`src/rtl/cmt_pkg.sv`:
```
package cmt_pkg;

    // register map geometry (byte offsets)
    localparam int OFF_START  = 0;
    localparam int CH_BASE    = 2;
    localparam int CH_STRIDE  = 6;
    localparam int IE_BIT     = 6;

    // which per-channel register an address selects
    typedef enum logic [1:0] {
        REG_CTRL = 2'd0,
        REG_CNT  = 2'd1,
        REG_CMP  = 2'd2,
        REG_NONE = 2'd3
    } ch_reg_e;

endpackage

```
`src/rtl/cmt_decode.sv`:
```
module cmt_decode
    import cmt_pkg::*;
#(
    parameter int ADDR_W = 4,
    parameter int NUM_CH = 2
) (
    input  logic [ADDR_W-1:0] addr_i,
    output logic              sel_start_o,
    output logic [NUM_CH-1:0] ch_sel_o,
    output ch_reg_e           ch_reg_o,
    output logic              hit_o
);

    always_comb begin
        sel_start_o = (int'(addr_i) == OFF_START);
        ch_sel_o    = '0;
        ch_reg_o    = REG_NONE;
        for (int c = 0; c < NUM_CH; c++) begin
            if (int'(addr_i) == CH_BASE + CH_STRIDE * c) begin
                ch_sel_o[c] = 1'b1;
                ch_reg_o    = REG_CTRL;
            end else if (int'(addr_i) == CH_BASE + CH_STRIDE * c + 2) begin
                ch_sel_o[c] = 1'b1;
                ch_reg_o    = REG_CNT;
            end else if (int'(addr_i) == CH_BASE + CH_STRIDE * c + 4) begin
                ch_sel_o[c] = 1'b1;
                ch_reg_o    = REG_CMP;
            end
        end
        hit_o = sel_start_o | (|ch_sel_o);
    end

endmodule

```
`src/rtl/cmt_prescaler.sv`:
```
module cmt_prescaler #(
    parameter int CKS_W    = 2,
    parameter int BASE_LOG = 3,
    parameter int STEP_LOG = 2
) (
    input  logic             clk,
    input  logic             rst_n,
    input  logic             run_i,
    input  logic [CKS_W-1:0] cks_i,
    output logic             tick_o
);

    localparam int PRE_W = BASE_LOG + STEP_LOG * ((1 << CKS_W) - 1);

    typedef struct packed {
        logic [PRE_W-1:0] pcnt;
    } pre_state_t;

    pre_state_t q, d;
    logic [PRE_W:0]   full;
    logic [PRE_W-1:0] lim;

    always_comb begin
        full   = (PRE_W + 1)'(1) << (BASE_LOG + STEP_LOG * int'(cks_i));
        lim    = PRE_W'(full - 1'b1);
        tick_o = run_i && (q.pcnt >= lim);
        d      = q;
        if (!run_i) begin
            d.pcnt = '0;
        end else if (tick_o) begin
            d.pcnt = '0;
        end else begin
            d.pcnt = q.pcnt + 1'b1;
        end
    end

    always_ff @(posedge clk or negedge rst_n) begin
        if (!rst_n) begin
            q <= '0;
        end else begin
            q <= d;
        end
    end

endmodule

```
`src/rtl/cmt_channel.sv`:
```
module cmt_channel
    import cmt_pkg::*;
#(
    parameter int DATA_W = 16,
    parameter int CKS_W  = 2
) (
    input  logic              clk,
    input  logic              rst_n,
    input  logic              tick_i,
    input  logic              wr_ctrl_i,
    input  logic              wr_cnt_i,
    input  logic              wr_cmp_i,
    input  logic [DATA_W-1:0] wdata_i,
    output logic [CKS_W-1:0]  cks_o,
    output logic              ie_o,
    output logic [DATA_W-1:0] cnt_o,
    output logic [DATA_W-1:0] cmp_o,
    output logic              irq_o
);

    typedef struct packed {
        logic [DATA_W-1:0] cnt;
        logic [DATA_W-1:0] cmp;
        logic [CKS_W-1:0]  cks;
        logic              ie;
        logic              irq;
    } ch_state_t;

    ch_state_t q, d;

    always_comb begin
        d     = q;
        d.irq = 1'b0;
        if (tick_i) begin
            if (q.cnt == q.cmp) begin
                d.cnt = '0;
                d.irq = q.ie;
            end else begin
                d.cnt = q.cnt + 1'b1;
            end
        end
        if (wr_ctrl_i) begin
            d.cks = wdata_i[CKS_W-1:0];
            d.ie  = wdata_i[IE_BIT];
        end
        if (wr_cnt_i) begin
            d.cnt = wdata_i;
        end
        if (wr_cmp_i) begin
            d.cmp = wdata_i;
        end
    end

    always_ff @(posedge clk or negedge rst_n) begin
        if (!rst_n) begin
            q.cnt <= '0;
            q.cmp <= '1;
            q.cks <= '0;
            q.ie  <= 1'b0;
            q.irq <= 1'b0;
        end else begin
            q <= d;
        end
    end

    assign cks_o = q.cks;
    assign ie_o  = q.ie;
    assign cnt_o = q.cnt;
    assign cmp_o = q.cmp;
    assign irq_o = q.irq;

endmodule

```
`src/rtl/dual_match_timer.sv`:
```
module dual_match_timer
    import cmt_pkg::*;
#(
    parameter int DATA_W   = 16,
    parameter int ADDR_W   = 4,
    parameter int NUM_CH   = 2,
    parameter int CKS_W    = 2,
    parameter int BASE_LOG = 3,
    parameter int STEP_LOG = 2
) (
    input  logic              clk,
    input  logic              rst_n,
    input  logic [ADDR_W-1:0] bus_addr,
    input  logic              bus_wr,
    input  logic [DATA_W-1:0] bus_wdata,
    input  logic              bus_rd,
    output logic [DATA_W-1:0] bus_rdata,
    output logic [NUM_CH-1:0] irq_o
);

    typedef struct packed {
        logic [NUM_CH-1:0] start;
    } top_state_t;

    top_state_t q, d;

    logic              sel_start;
    logic [NUM_CH-1:0] ch_sel;
    ch_reg_e           ch_reg;
    logic              hit;

    logic [NUM_CH-1:0]             wr_ctrl, wr_cnt, wr_cmp, tick, ie_w;
    logic [NUM_CH-1:0][CKS_W-1:0]  cks_w;
    logic [NUM_CH-1:0][DATA_W-1:0] cnt_w, cmp_w;
    logic [NUM_CH-1:0]             start_w;

    cmt_decode #(
        .ADDR_W (ADDR_W),
        .NUM_CH (NUM_CH)
    ) u_decode (
        .addr_i      (bus_addr),
        .sel_start_o (sel_start),
        .ch_sel_o    (ch_sel),
        .ch_reg_o    (ch_reg),
        .hit_o       (hit)
    );

    always_comb begin
        for (int c = 0; c < NUM_CH; c++) begin
            wr_ctrl[c] = bus_wr && ch_sel[c] && (ch_reg == REG_CTRL);
            wr_cnt[c]  = bus_wr && ch_sel[c] && (ch_reg == REG_CNT);
            wr_cmp[c]  = bus_wr && ch_sel[c] && (ch_reg == REG_CMP);
        end
    end

    always_comb begin
        d = q;
        if (bus_wr && sel_start) begin
            d.start = bus_wdata[NUM_CH-1:0];
        end
    end

    always_ff @(posedge clk or negedge rst_n) begin
        if (!rst_n) begin
            q <= '0;
        end else begin
            q <= d;
        end
    end

    assign start_w = q.start;

    for (genvar g = 0; g < NUM_CH; g++) begin : g_ch
        cmt_prescaler #(
            .CKS_W    (CKS_W),
            .BASE_LOG (BASE_LOG),
            .STEP_LOG (STEP_LOG)
        ) u_pre (
            .clk    (clk),
            .rst_n  (rst_n),
            .run_i  (q.start[g]),
            .cks_i  (cks_w[g]),
            .tick_o (tick[g])
        );

        cmt_channel #(
            .DATA_W (DATA_W),
            .CKS_W  (CKS_W)
        ) u_ch (
            .clk       (clk),
            .rst_n     (rst_n),
            .tick_i    (tick[g]),
            .wr_ctrl_i (wr_ctrl[g]),
            .wr_cnt_i  (wr_cnt[g]),
            .wr_cmp_i  (wr_cmp[g]),
            .wdata_i   (bus_wdata),
            .cks_o     (cks_w[g]),
            .ie_o      (ie_w[g]),
            .cnt_o     (cnt_w[g]),
            .cmp_o     (cmp_w[g]),
            .irq_o     (irq_o[g])
        );
    end

    always_comb begin
        bus_rdata = '0;
        if (bus_rd) begin
            bus_rdata = '1;
            if (sel_start) begin
                bus_rdata                = '0;
                bus_rdata[NUM_CH-1:0]    = q.start;
            end else if (hit) begin
                for (int c = 0; c < NUM_CH; c++) begin
                    if (ch_sel[c]) begin
                        unique case (ch_reg)
                            REG_CTRL: begin
                                bus_rdata             = '0;
                                bus_rdata[CKS_W-1:0]  = cks_w[c];
                                bus_rdata[IE_BIT]     = ie_w[c];
                            end
                            REG_CNT:  bus_rdata = cnt_w[c];
                            REG_CMP:  bus_rdata = cmp_w[c];
                            default:  bus_rdata = '1;
                        endcase
                    end
                end
            end
        end
    end

endmodule

```
`config.mk`:
```
export PLATFORM = sky130hd
export DESIGN_NAME = dual_match_timer
export DESIGN_NICKNAME = d
export VERILOG_FILES = /design/src/rtl/cmt_pkg.sv /design/src/rtl/cmt_decode.sv /design/src/rtl/cmt_prescaler.sv /design/src/rtl/cmt_channel.sv /design/src/rtl/dual_match_timer.sv
export SDC_FILE = /design/constraint.sdc
export NUM_CORES = 1
export LEC_CHECK = 0
export BUFFER_PORTS_ARGS = -buffer_cell sky130_fd_sc_hd__buf_2
export CORE_MARGIN = 1
export CORE_UTILIZATION = 30
export DETAILED_ROUTE_END_ITERATION = 8
export GPL_TIMING_DRIVEN = 0
export HOLD_SLACK_MARGIN = 0.08
export PLACE_DENSITY = 0.43
export SYNTH_ARGS = -nofsm -noshare
export SYNTH_HDL_FRONTEND = slang
export SYNTH_SLANG_ARGS = --single-unit
export TNS_END_PERCENT = 10
```
`constraint.sdc`:
```
create_clock -name clk -period 2.94 [get_ports clk]
set_input_delay 0.441 -clock clk [delete_from_list [all_inputs] [get_ports clk]]
set_output_delay 0.441 -clock clk [all_outputs]
set_load 0.03 [all_outputs]
```
# Word-level counts from Yosys, hierarchy flattened
# Cells that the tools add are included.
# totals
output_inout_bits,18
wordCells,85
in_bits,24
ff_bits,92
# classes
n_reduce_logical,16
order_cmp,2
bitwise_logic,1
n_eq_ne,10
n_addsub,8
mux,33
shifts,2
# ops
operator,n
$mux 16,11
$pmux 16 s3,2
$shl 1x32->9 const A,2
$mux 9,4
$add 16x1->16 const B,2
$eq 16x16->1,2
$add 9x1->9 const B,2
$ge 9x9->1,2
$sub 9x1->9 const B,2
$eq 4x4->1 const B,4
$logic_and 1x1->1,11
$mux 1,11
$mux 2,5
$add 2x3->4 const A,2
$eq 4x3->1 const B,2
$logic_not 4->1,1
$reduce_bool 2->1,2
$eq 2x1->1 const B,1
$eq 2x2->1 const B,1
$logic_not 2->1,1
$reduce_or 2->1,1
$or 1x1->1,1

# Logic depth before layout (Yosys ltp)
# Gate-level depths: netlist of run 1.
# depth
depth_word,14
ltp_mapped,10

# By module
# Synthesis of run 1 repeated with hierarchy kept, for this count alone.
# hier_totals
cells_unflattened,682
hier_area_um2,6326.1
# by_module_without_submodules
mod,area_per_inst_um2,n_inst,seq_area_each_um2,cells_per_inst
cmt_channel,2015.7,2,920.9,201
cmt_prescaler,600.6,2,225.2,64
dual_match_timer,1017.2,1,50.0,139
cmt_decode,76.3,1,0.0,13

# Worst setup path after synthesis of run 1
# Ideal clock, no wire load.
# synth_path
kind,in2out
start,in bus_addr[1]
end,out bus_rdata[10]
path_slack_ns,0.266
arrival_time_ns,2.233
cell_stages,7
t_required_ns,2.499
n_path_buf,2
cell_sequence,buf_2 > nor2b_1 > a21oi_1 > nor2_1 > buf_2 > a221oi_1 > nor3b_1
# synth_via
elab_chain_len,14
# synth_lines
element,line_no,source
from (decl),dual_match_timer.sv:13,"input logic [ADDR_W-1:0] bus_addr,"
$eq 4x4->1,cmt_decode.sv:25,end else if (int'(addr_i) == CH_BASE + CH_STRIDE * c + 4) begin
$mux 1,cmt_decode.sv:25,
$mux 2,cmt_decode.sv:22,end else if (int'(addr_i) == CH_BASE + CH_STRIDE * c + 2) begin
$mux 2,cmt_decode.sv:19,if (int'(addr_i) == CH_BASE + CH_STRIDE * c) begin
$mux 2,cmt_decode.sv:25,
$mux 2,cmt_decode.sv:22,
$mux 2,cmt_decode.sv:19,
$eq 2x2->1 (tied with other cells),dual_match_timer.sv:115,unique case (ch_reg)
$pmux 16 s3,dual_match_timer.sv:115,
$mux 16 (2 in series),dual_match_timer.sv:114,if (ch_sel[c]) begin
$mux 16,dual_match_timer.sv:112,end else if (hit) begin
$mux 16 *,dual_match_timer.sv:109,if (sel_start) begin
$mux 16 *,dual_match_timer.sv:107,if (bus_rd) begin
to (decl),dual_match_timer.sv:17,"output logic [DATA_W-1:0] bus_rdata,"
# Every way passes the cells marked *; elsewhere a longest branch is shown, timed or not.

# Worst setup path after layout of run 1
# layout_path
start,in bus_addr[1]
end,out bus_rdata[5]
# The elaborated chain is that of the path after synthesis.

==> out/results.ini, run 1 <==
[outcome]
outcome = finished, final reports clean

[critical_path]
reg2reg_setup_slack_ns = 0.40
r2r_end = g_ch[1].u_ch.cnt_o[10]$_DFFE_PN0P_
critPathMaxStageDelay_ns = 0.47
crit_required_ns = 2.50
cp_common_cell = buf_2
path_cells = buf_2 -> xnor2_1 -> nor3_2 -> clkbuf_1 -> a221oi_1 -> nor3b_1 -> buf_2
cp.arrival_ns = 2.40
endpoint_kind = output pin
start_kind = primary input
r2r-start = g_ch[1].u_ch.cks_o[1]$_DFFE_PN0P_
worstSetupPathType = in2out
slowest_stage = clkbuf_1
reg2reg_depth = 8
crit_fanout = 10

[routing]
routed_wl_mm = 17.3
ant_nets = 0
viasPerCell = 5.18
avgRoutedWirePerCell_um = 18.1
drc = 0
drtPass1Iterations = 4
num_vias = 4932
drt_iter0_drc = 273

[yosys]
ys_types = 57
synth_top_cell_by_area = dfrtp_1
synth_warnings = 0
synth.yosys.seq_area_share_pct = 39.5
syn_area_per_cell_um2 = 9.42
ys.flop_type = dfrtp_1
synth_edf_count = 0
synth.ff_latch_count = 92
synth_cells = 630
synth_top_cell_area_share_pct = 25.3
synth_area_leaders = dfrtp_1, dfstp_2, mux2_2
async_reset_ff_share_pct = 100
synth.cell_area_mm2 = 0.00593

[sta]
period_share_pct = 96.5
relSlewSlack_pct = 56.1
fin_crit_ns = 2.84
worst_slack_ns = 0.102
final_max_slew_viol_count = 0
max_freq_ghz = 0.352
fin_worst_skew_ns = 0.00729
finalHoldViolations = 0
setup_viol = 0
hold_slack_ns = 0.105
worst_pin_slew_ns = 0.659
tns_ns = 0
rsz0062_at_grt = yes

[placed_design]
pre_cts_ws_ns = 0.0813
place_congestion = 0.848
port_buffers = 39
dp_cells = 937
detailed_place_hpwl_mm = 13.1

[global_routing]
grt_pass1_wl_mm = 27.7
grt-ovfl-total = 0
busiest_layer = met2
use_met3_pct = 2.21
grt_pass1_vias = 4887
grt_max_degree = 50
met2_usage_pct = 29.1
grtUsageTotal_pct = 18.1
antenna_found_initial = 0
use_met1_pct = 24.4

[power_and_ir_drop]
peakVddDrop_uv = 237
swShare_pct = 33.4
p_leak_nw = 2.73
internal_power_mw = 2.78
combPwrFrac_pct = 25.2
pwr-share-clk_pct = 28.6
pwr_density_cell_mw_per_mm2 = 614
p_switching_mw = 1.39
power_frac_seq_pct = 46.2

[floorplanning]
coreArea_mm2 = 0.0194
die-area_mm2 = 0.0203
dieHeight_um = 143
num_rows = 51
pin_count = 42
start_util_pct = 30.6
die_w_um = 143

[cts]
h-tree-depth = 3
cts_root_buf = clkbuf_16
cts_inserted_buffers = 9
tritoncts = yes
clock_latency_ns = 0.35
post_cts_buffers = 0
clock_path_buffers = 2
cts_sinks = 92
clk_pin_slew_ns = 0.07

[cells_and_area]
syn_to_final_growth_pct = 14.4
drive_gt1_share_pct = 24.7
diodes = 0
fin_cells = 953
final_nets = 727

[min_path]
hp-class = in2async

[job]
drv_cap = 0

==> routing by layer <==
layer	wire (um)	share of wire, %	up-vias
li1	-	-	2394
met1	8200	47	2413
met2	8150	47	101
met3	529	3.1	24
met4	401	2.3	0
met5	0	0	-
==> worst max path at each step <==
stage          cells after the start            end  slack (ns)   startpoint
2_1_floorplan                      7  bus_rdata[10]        0.27  bus_addr[1]
3_3_place_gp                       8   bus_rdata[7]        0.07  bus_addr[1]
3_5_place_dp                       8   bus_rdata[7]        0.08  bus_addr[1]
4_1_cts                            8   bus_rdata[7]        0.08  bus_addr[1]
5_1_grt                            7   bus_rdata[5]      -0.006  bus_addr[1]
6_report                           7   bus_rdata[5]        0.10  bus_addr[1]
==> cells by family after synthesis <==
family | after synthesis | share of synthesized area, %
buffers and inverters | 43 | 3.46
flip-flops | 92 | 39.5
XOR/XNOR | 47 | 7.06
AND/OR/NAND/NOR | 241 | 21.1
other | 1 | 0.0632
adder cells (fa/ha/maj) | 20 | 4.22
multiplexers | 55 | 10.4
AO/OA/AOI/OAI | 131 | 14.2
==> Yosys cell counts (3+ instances only) <==
library cell,n
xnor2_1,37
o311ai_1,3
nand3b_1,8
a21oi_1,26
buf_6,3
buf_2,11
nor2_1,77
o211ai_1,8
nand3_1,29
dfstp_2,32
nor3_1,5
o21a_1,4
dfrtp_1,60
inv_1,10
nor3b_1,14
mux2_2,53
ha_1,20
a211oi_1,6
nor2b_1,4
a31oi_1,26
or3b_2,4
or3_1,4
a221oi_1,13
nand2_1,50
and3_1,16
o21ai_0,32
o22ai_1,4
clkbuf_1,16
nand4_1,9
and2b_1,3
xor2_1,9
==> state kept, by name (all words and copies together) (netlist names) <==
register and count:
g_ch.u_ch.cnt_o 32, q 2, g_ch.u_ch.ie_o 2, g_ch.u_pre.q 18
g_ch.u_ch.irq_o 2, g_ch.u_ch.cks_o 4, g_ch.u_ch.cmp_o 32
==> layout make-up <==
cell class                 count  area, um2
buffer                        33        168
clock buffer                  14        254
clock inverter                 2       35.0
fill                        2009      12600
inverter                      10       37.5
multi-input combinational    497       3400
sequential                    92       2340
tap                          265        332
timing repair buffer          40        225
==> metrics by stage <==
stage | util, % | cell area (um2) | total power, mW
after global routing | 35.0 | 6790 | 4.43
after detailed placement | 33.5 | 6500 | 3.00
after CTS | 35.0 | 6790 | 4.22
after floorplan | - | 5940 | 2.63
final | 35.0 | 6790 | 4.17
after global placement | 33.3 | 6470 | 2.98
==> timing repair <==
action                                  CTS  global route
hold buffers                              0             0
endpoints found under the setup margin    0             8
resized for setup                         0             1
==> layout by cell type (no fill, tap or decap), types with 3 or more instances in the layout <==
cell type / count
o21a_1: 4
dfstp_2: 32
buf_2: 49
nor2b_1: 4
o311ai_1: 3
and3_1: 16
or3b_2: 4
o21ai_0: 32
o211ai_1: 8
nand3_1: 29
xnor2_1: 37
clkbuf_16: 9
mux2_2: 53
xor2_1: 9
nor3b_1: 14
buf_6: 3
a211oi_1: 6
nand2_1: 50
conb_1: 3
a31oi_1: 26
nand4_1: 9
inv_1: 10
a21oi_1: 26
buf_4: 3
or3_1: 4
nor2_1: 76
clkbuf_1: 20
nand3b_1: 8
and2b_1: 3
dfrtp_1: 60
ha_1: 20
nor3_1: 5
o22ai_1: 4
a221oi_1: 13
==> power groups by stage <==
stage / logic, mW / clock network, mW / registers (mW)
floorplan: 0.812 / 0 / 1.82
global placement: 1.04 / 0 / 1.94
detailed placement: 1.06 / 0 / 1.94
CTS: 1.06 / 1.23 / 1.92
global route: 1.18 / 1.27 / 1.97
finish: 1.05 / 1.19 / 1.93
==> worst max-delay path: cells and delay by family <==
family                 cells  cell delay [ns]
XOR/XNOR                   1             0.15
AO/OA/AOI/OAI              1             0.17
AND/OR/NAND/NOR            2             0.73
buffers and inverters      3             0.89
Note: power is estimated with default switching activity, not from simulation.
==> inputs of run 2 (changes only) <==
--- a/config.mk
+++ b/config.mk
@@ -11,7 +11,7 @@
 export DETAILED_ROUTE_END_ITERATION = 8
 export GPL_TIMING_DRIVEN = 0
 export HOLD_SLACK_MARGIN = 0.08
-export PLACE_DENSITY = 0.43
+export SETUP_SLACK_MARGIN = 0.3
 export SYNTH_ARGS = -nofsm -noshare
 export SYNTH_HDL_FRONTEND = slang
 export SYNTH_SLANG_ARGS = --single-unit
==> run 2 against run 1 <==
Effect of this change:
- non-clock buffer count increased by 2
- clock-buffer cell count decreased by 2
- critical path depth unchanged
- worst hold slack improved by 0.30 ns
- clock power about the same
- first-iteration DRC count increased by 10%
- final cell count increased by 0.21%
- cell area increased by 0.88%
- sequential cell count unchanged
- setup slack improved by 0.21 ns
==> out/results.ini, run 2 (synthesis gave the netlist of run 1 again) <==
[min_path]
hold_depth = 3
hp-class = in2reg

[critical_path]
crit_cells = 7
reg2reg_depth = 8
crit_required_ns = 2.50
start_kind = primary input
cp.arrival_ns = 2.19
endpoint_kind = output pin
slowest_stage = nor3_2
cp_common_cell = buf_2
worstSetupPathType = in2out
cp_num_buf_inv = 4
crit_family = buffers and inverters
path_cells = buf_2 -> inv_1 -> nor3_2 -> clkbuf_2 -> a221oi_1 -> nor3b_1 -> buf_2
critPathMaxStageDelay_ns = 0.39
crit_fanout = 10

[floorplanning]
dieHeight_um = 143
die_w_um = 143
num_rows = 51
coreArea_mm2 = 0.0194
start_util_pct = 30.6
pin_count = 42
die-area_mm2 = 0.0203

[power_and_ir_drop]
swShare_pct = 33.1
internal_power_mw = 2.78
pwr_density_cell_mw_per_mm2 = 607
peakVddDrop_uv = 211
p_switching_mw = 1.38
power_frac_seq_pct = 46.0
combPwrFrac_pct = 25.2
pwr-share-clk_pct = 28.8
p_leak_nw = 2.77

[global_routing]
grt_max_degree = 62
grt_pass1_wl_mm = 25.9
grtUsageTotal_pct = 16.7
grt-ovfl-total = 0
antenna_found_initial = 0
grt_pass1_vias = 4778

[cts]
tritoncts = yes
clk_pin_slew_ns = 0.07
h-tree-depth = 3
clock_latency_ns = 0.35
clock_path_buffers = 2
cts_root_buf = clkbuf_16
cts_inserted_buffers = 9
cts_sinks = 92

[routing]
drc = 0
ant_nets = 0
drtPass1Iterations = 5
viasPerCell = 5.11
routed_wl_mm = 15.9
drt_iter0_drc = 301
num_vias = 4879
avgRoutedWirePerCell_um = 16.6

[cells_and_area]
final_common_cell = nor2_1
diodes = 0
final_nets = 729
drive_gt1_share_pct = 26.2
syn_to_final_growth_pct = 15.4
final_cell_mix = nor2_1, dfrtp_1, mux2_2

[sta]
rsz0062_at_grt = yes
tns_ns = 0
final_max_slew_viol_count = 0
max_freq_ghz = 0.381
setup_viol = 0
fin_worst_skew_ns = 0.00805
fin_crit_ns = 2.63
finalHoldViolations = 0
period_share_pct = 89.4
worst_pin_slew_ns = 0.647
worst_slack_ns = 0.312
relSlewSlack_pct = 56.9

[placed_design]
detailed_place_hpwl_mm = 12.0
place_congestion = 0.832
port_buffers = 39
pre_cts_ws_ns = 0.0647

[job]
drv_cap = 0

[outcome]
outcome = finished, final reports clean

[run 2: cell types whose count changed in the layout (fill, tap and decap cells not counted), sizes merged]
cell and change:
clkinv +2, buf -1, dlygate4sd3 +1
[run 2: worst reg2reg max path: stages, from the launching register on]
cell and delay, ns:
dfrtp_1 0.42, inv_1 0.11, ha_1 0.32, a21oi_1 0.15, o221ai_1 0.15, a211o_2 0.41, a21oi_1 0.55, o21ai_0 0.22
o311ai_1 0.13
[run 2: cell type report]
type                            instances  area, um2
Buffer                                 33        176
Clock buffer                           12        246
Multi-Input combinational cell        497       3420
Sequential cell                        92       2340
Clock inverter                          4       48.8
Inverter                               10       37.5
Fill cell                            1995      12500
Timing Repair Buffer                   42        243
Tap cell                              265        332
[run 2: path summary, 6_finish.rpt]
path                                                        start                                 end  slack [ns]
worst max-delay path                                  bus_addr[2]                        bus_rdata[5]        0.31
worst min-delay path                                bus_wdata[10]  g_ch[1].u_ch.cnt_o[10]$_DFFE_PN0P_        0.40
worst max register to register  g_ch[1].u_ch.cks_o[1]$_DFFE_PN0P_  g_ch[1].u_ch.cnt_o[12]$_DFFE_PN0P_        0.40
worst min register to register       g_ch[1].u_pre.q[0]$_DFF_PN0_        g_ch[1].u_pre.q[0]$_DFF_PN0_        0.52
max in group asynchronous                                   rst_n   g_ch[0].u_ch.cmp_o[9]$_DFFE_PN1P_        1.65
min in group asynchronous                                   rst_n        g_ch[1].u_pre.q[5]$_DFF_PN0_        0.58
[run 2: stage by stage]
step | hold WS (ns) | instance area, um2 | util (%) | instances | total power, mW
floorplan | 0.145 | 5950 | - | 632 | 2.63
global placement | 0.500 | 6470 | 33.4 | 936 | 2.95
detailed placement | 0.421 | 6500 | 33.5 | 937 | 2.98
CTS | 0.391 | 6810 | 35.1 | 954 | 4.18
global route | 0.416 | 6850 | 35.3 | 955 | 4.39
finish | 0.404 | 6850 | 35.3 | 955 | 4.16
[run 2: what timing repair did]
item | 4_1_cts | 5_1_grt
resized for setup | 2 | 11
endpoints found under the setup margin | 14 | 29
hold buffers | 1 | 0
setup buffers | 0 | 1
endpoints found under the hold margin | 28 | 0
[run 2: metal layers]
layer  up-vias  GRT usage (%)  share of wire [%]  wire, um
met4         0           7.30                2.4       387
met2        84           27.9                 48      7680
met5         -              0                  0         0
met1      2379           21.5                 46      7320
li1       2394              -                  -         -
met3        22           2.35                3.0       475
[run 2: power groups by stage]
stage	Combinational [mW]	Clock, mW	Sequential (mW)
floorplan	0.812	0	1.82
global placement	1.03	0	1.92
detailed placement	1.05	0	1.93
CTS	1.06	1.22	1.91
global route	1.17	1.26	1.96
finish	1.05	1.20	1.91
==> inputs of run 3 (changes only) <==
--- a/config.mk
+++ b/config.mk
@@ -7,10 +7,11 @@
 export LEC_CHECK = 0
 export BUFFER_PORTS_ARGS = -buffer_cell sky130_fd_sc_hd__buf_2
 export CORE_MARGIN = 1
-export CORE_UTILIZATION = 30
+export CORE_UTILIZATION = 55
 export DETAILED_ROUTE_END_ITERATION = 8
 export GPL_TIMING_DRIVEN = 0
 export HOLD_SLACK_MARGIN = 0.08
+export PLACE_DENSITY = 0.74
 export SETUP_SLACK_MARGIN = 0.3
 export SYNTH_ARGS = -nofsm -noshare
 export SYNTH_HDL_FRONTEND = slang
==> constraint.sdc (replaced) <==
create_clock -name clk -period 3.09 [get_ports clk]
set_input_delay 0.4635 -clock clk [delete_from_list [all_inputs] [get_ports clk]]
set_output_delay 0.4635 -clock clk [all_outputs]
set_load 0.03 [all_outputs]
==> run 3 against run 2 <==
Effect of this change:
- sequential share of layout area increased by 1.3 points
- total power decreased by 7.3%
- utilization increased by 28 points
- routed wire length decreased by 3.0%
- clock skew increased by 0.0032 ns
- register-to-register slack improved by 0.11 ns
- setup slack improved by 0.093 ns
- first-iteration DRC count increased by 4.7%
- clock-buffer cell count unchanged
- largest cell class unchanged
- largest power group unchanged
==> out/results.ini, run 3 (synthesis gave the netlist of run 1 again) <==
[global_routing]
grt_pass1_wl_mm = 25.2
grt_max_degree = 52
grt-ovfl-total = 0
grt_pass1_vias = 5036
antenna_found_initial = 0
grtUsageTotal_pct = 29.0

[cells_and_area]
n_fill_cell = 897
seq_area_mm2 = 0.00234
final_cell_mix = nor2_1, dfrtp_1, mux2_2
final_nets = 728
multiInputGateArea_mm2 = 0.00340
diodes = 0
final_common_cell = nor2_1
syn_to_final_growth_pct = 11.3
drive_gt1_share_pct = 25.4

[power_and_ir_drop]
pwr_density_cell_mw_per_mm2 = 583
power_mw = 3.85
peakVddDrop_uv = 469
p_leak_nw = 2.72

[cts]
tritoncts = yes
h-tree-depth = 3
clock_path_buffers = 2
clock_latency_ns = 0.38
cts_root_buf = clkbuf_8
cts_sinks = 92
clk_pin_slew_ns = 0.09
cts_inserted_buffers = 9

[sta]
fin_worst_skew_ns = 0.0112
worst_pin_slew_ns = 0.612
rsz0062_at_grt = no
finalHoldViolations = 0
max_freq_ghz = 0.373
fin_crit_ns = 2.68
setup_viol = 0
final_max_slew_viol_count = 0
period_share_pct = 86.9
relSlewSlack_pct = 59.2
tns_ns = 0

[routing]
avgRoutedWirePerCell_um = 18.6
viasPerCell = 6.17
drtPass1Iterations = 5
num_vias = 5087
drc = 0
drt_iter0_drc = 315
ant_nets = 0
routed_wl_mm = 15.4

[floorplanning]
pin_count = 42
die_w_um = 106
die-area_mm2 = 0.0112
start_util_pct = 57.2
dieHeight_um = 106
coreArea_mm2 = 0.0104
num_rows = 37

[critical_path]
crit_fanout = 10
cp.arrival_ns = 2.22
crit_required_ns = 2.63
start_kind = primary input
endpoint_kind = output pin
worstSetupPathType = in2out

[placed_design]
detailed_place_hpwl_mm = 11.5
port_buffers = 39
place_congestion = 0.935

[job]
drv_cap = 0

[outcome]
outcome = finished, final reports clean

[min_path]
hp-class = in2reg

==> run 3: changes by cell type in the layout (fill, tap and decap cells not counted), sizes merged <==
| cell | delta |
|---|---|
| bufinv | +2 |
| clkinv | -2 |
| clkbuf | -1 |
==> run 3: critical path, cell delays in order <==
cell and delay (ns):
buf_2 0.17, nor2b_2 0.30, a21oi_1 0.12, nor2_2 0.21
clkbuf_4 0.27, a221oi_1 0.13, nor3b_1 0.30, buf_2 0.26
==> run 3: per-layer routing <==
layer,routed length (um),global-route usage (%)
met4,346,10.1
met5,0,0
met2,7400,46.7
met3,959,6.99
met1,6680,38.1
==> run 3: worst paths after layout <==
check,cells past startpoint,startpoint,endpoint,slack [ns]
setup / recovery,8,bus_addr[1],bus_rdata[8],0.41
max in group asynchronous,3,rst_n,g_ch[0].u_ch.cmp_o[2]$_DFFE_PN1P_,1.77
hold / removal,3,bus_wdata[12],g_ch[0].u_ch.cnt_o[12]$_DFFE_PN0P_,0.39
min in group asynchronous,2,rst_n,g_ch[0].u_pre.q[6]$_DFF_PN0_,0.61
hold reg to reg,1,g_ch[0].u_pre.q[0]$_DFF_PN0_,g_ch[0].u_pre.q[0]$_DFF_PN0_,0.52
setup reg to reg,8,g_ch[1].u_ch.cks_o[1]$_DFFE_PN0P_,g_ch[1].u_ch.cnt_o[14]$_DFFE_PN0P_,0.51
==> run 3: repair_timing <==
item	CTS	global route
gates resized for setup	1	4
setup endpoints to repair	5	7
hold buffers	1	0
buffers inserted	0	0
endpoints found under the hold margin	19	0
==> run 3: final cells by class <==
| type | instances | share of cell area [%] |
|---|---|---|
| Clock inverter | 4 | 1.44 |
| Multi-Input combinational cell | 497 | 51.4 |
| Tap cell | 136 | 2.58 |
| Inverter | 10 | 0.568 |
| Buffer | 33 | 2.60 |
| Sequential cell | 92 | 35.5 |
| Timing Repair Buffer | 41 | 3.56 |
| Clock buffer | 12 | 2.35 |
==> run 3: power by group <==
| part | switching [mW] | internal (mW) | leakage [nW] | total, mW |
|---|---|---|---|---|
| Combinational | 0.516 | 0.491 | 1.52 | 1.01 |
| Clock | 0.437 | 0.581 | 0.127 | 1.02 |
| Sequential | 0.326 | 1.50 | 1.08 | 1.83 |
| Total | 1.28 | 2.57 | 2.72 | 3.85 |
==> run 3: metrics by stage <==
stage          utilization, %  area (um2)  setup slack, ns  hold slack (ns)  std cells
3_3_place_gp             60.8        6310            0.294            0.500        807
3_5_place_dp             61.1        6340            0.255            0.491        808
2_1_floorplan               -        5940            0.371            0.168        632
6_report                 63.7        6610            0.405            0.388        825
5_1_grt                  63.7        6610            0.306            0.382        825
4_1_cts                  63.6        6600            0.324            0.363        825
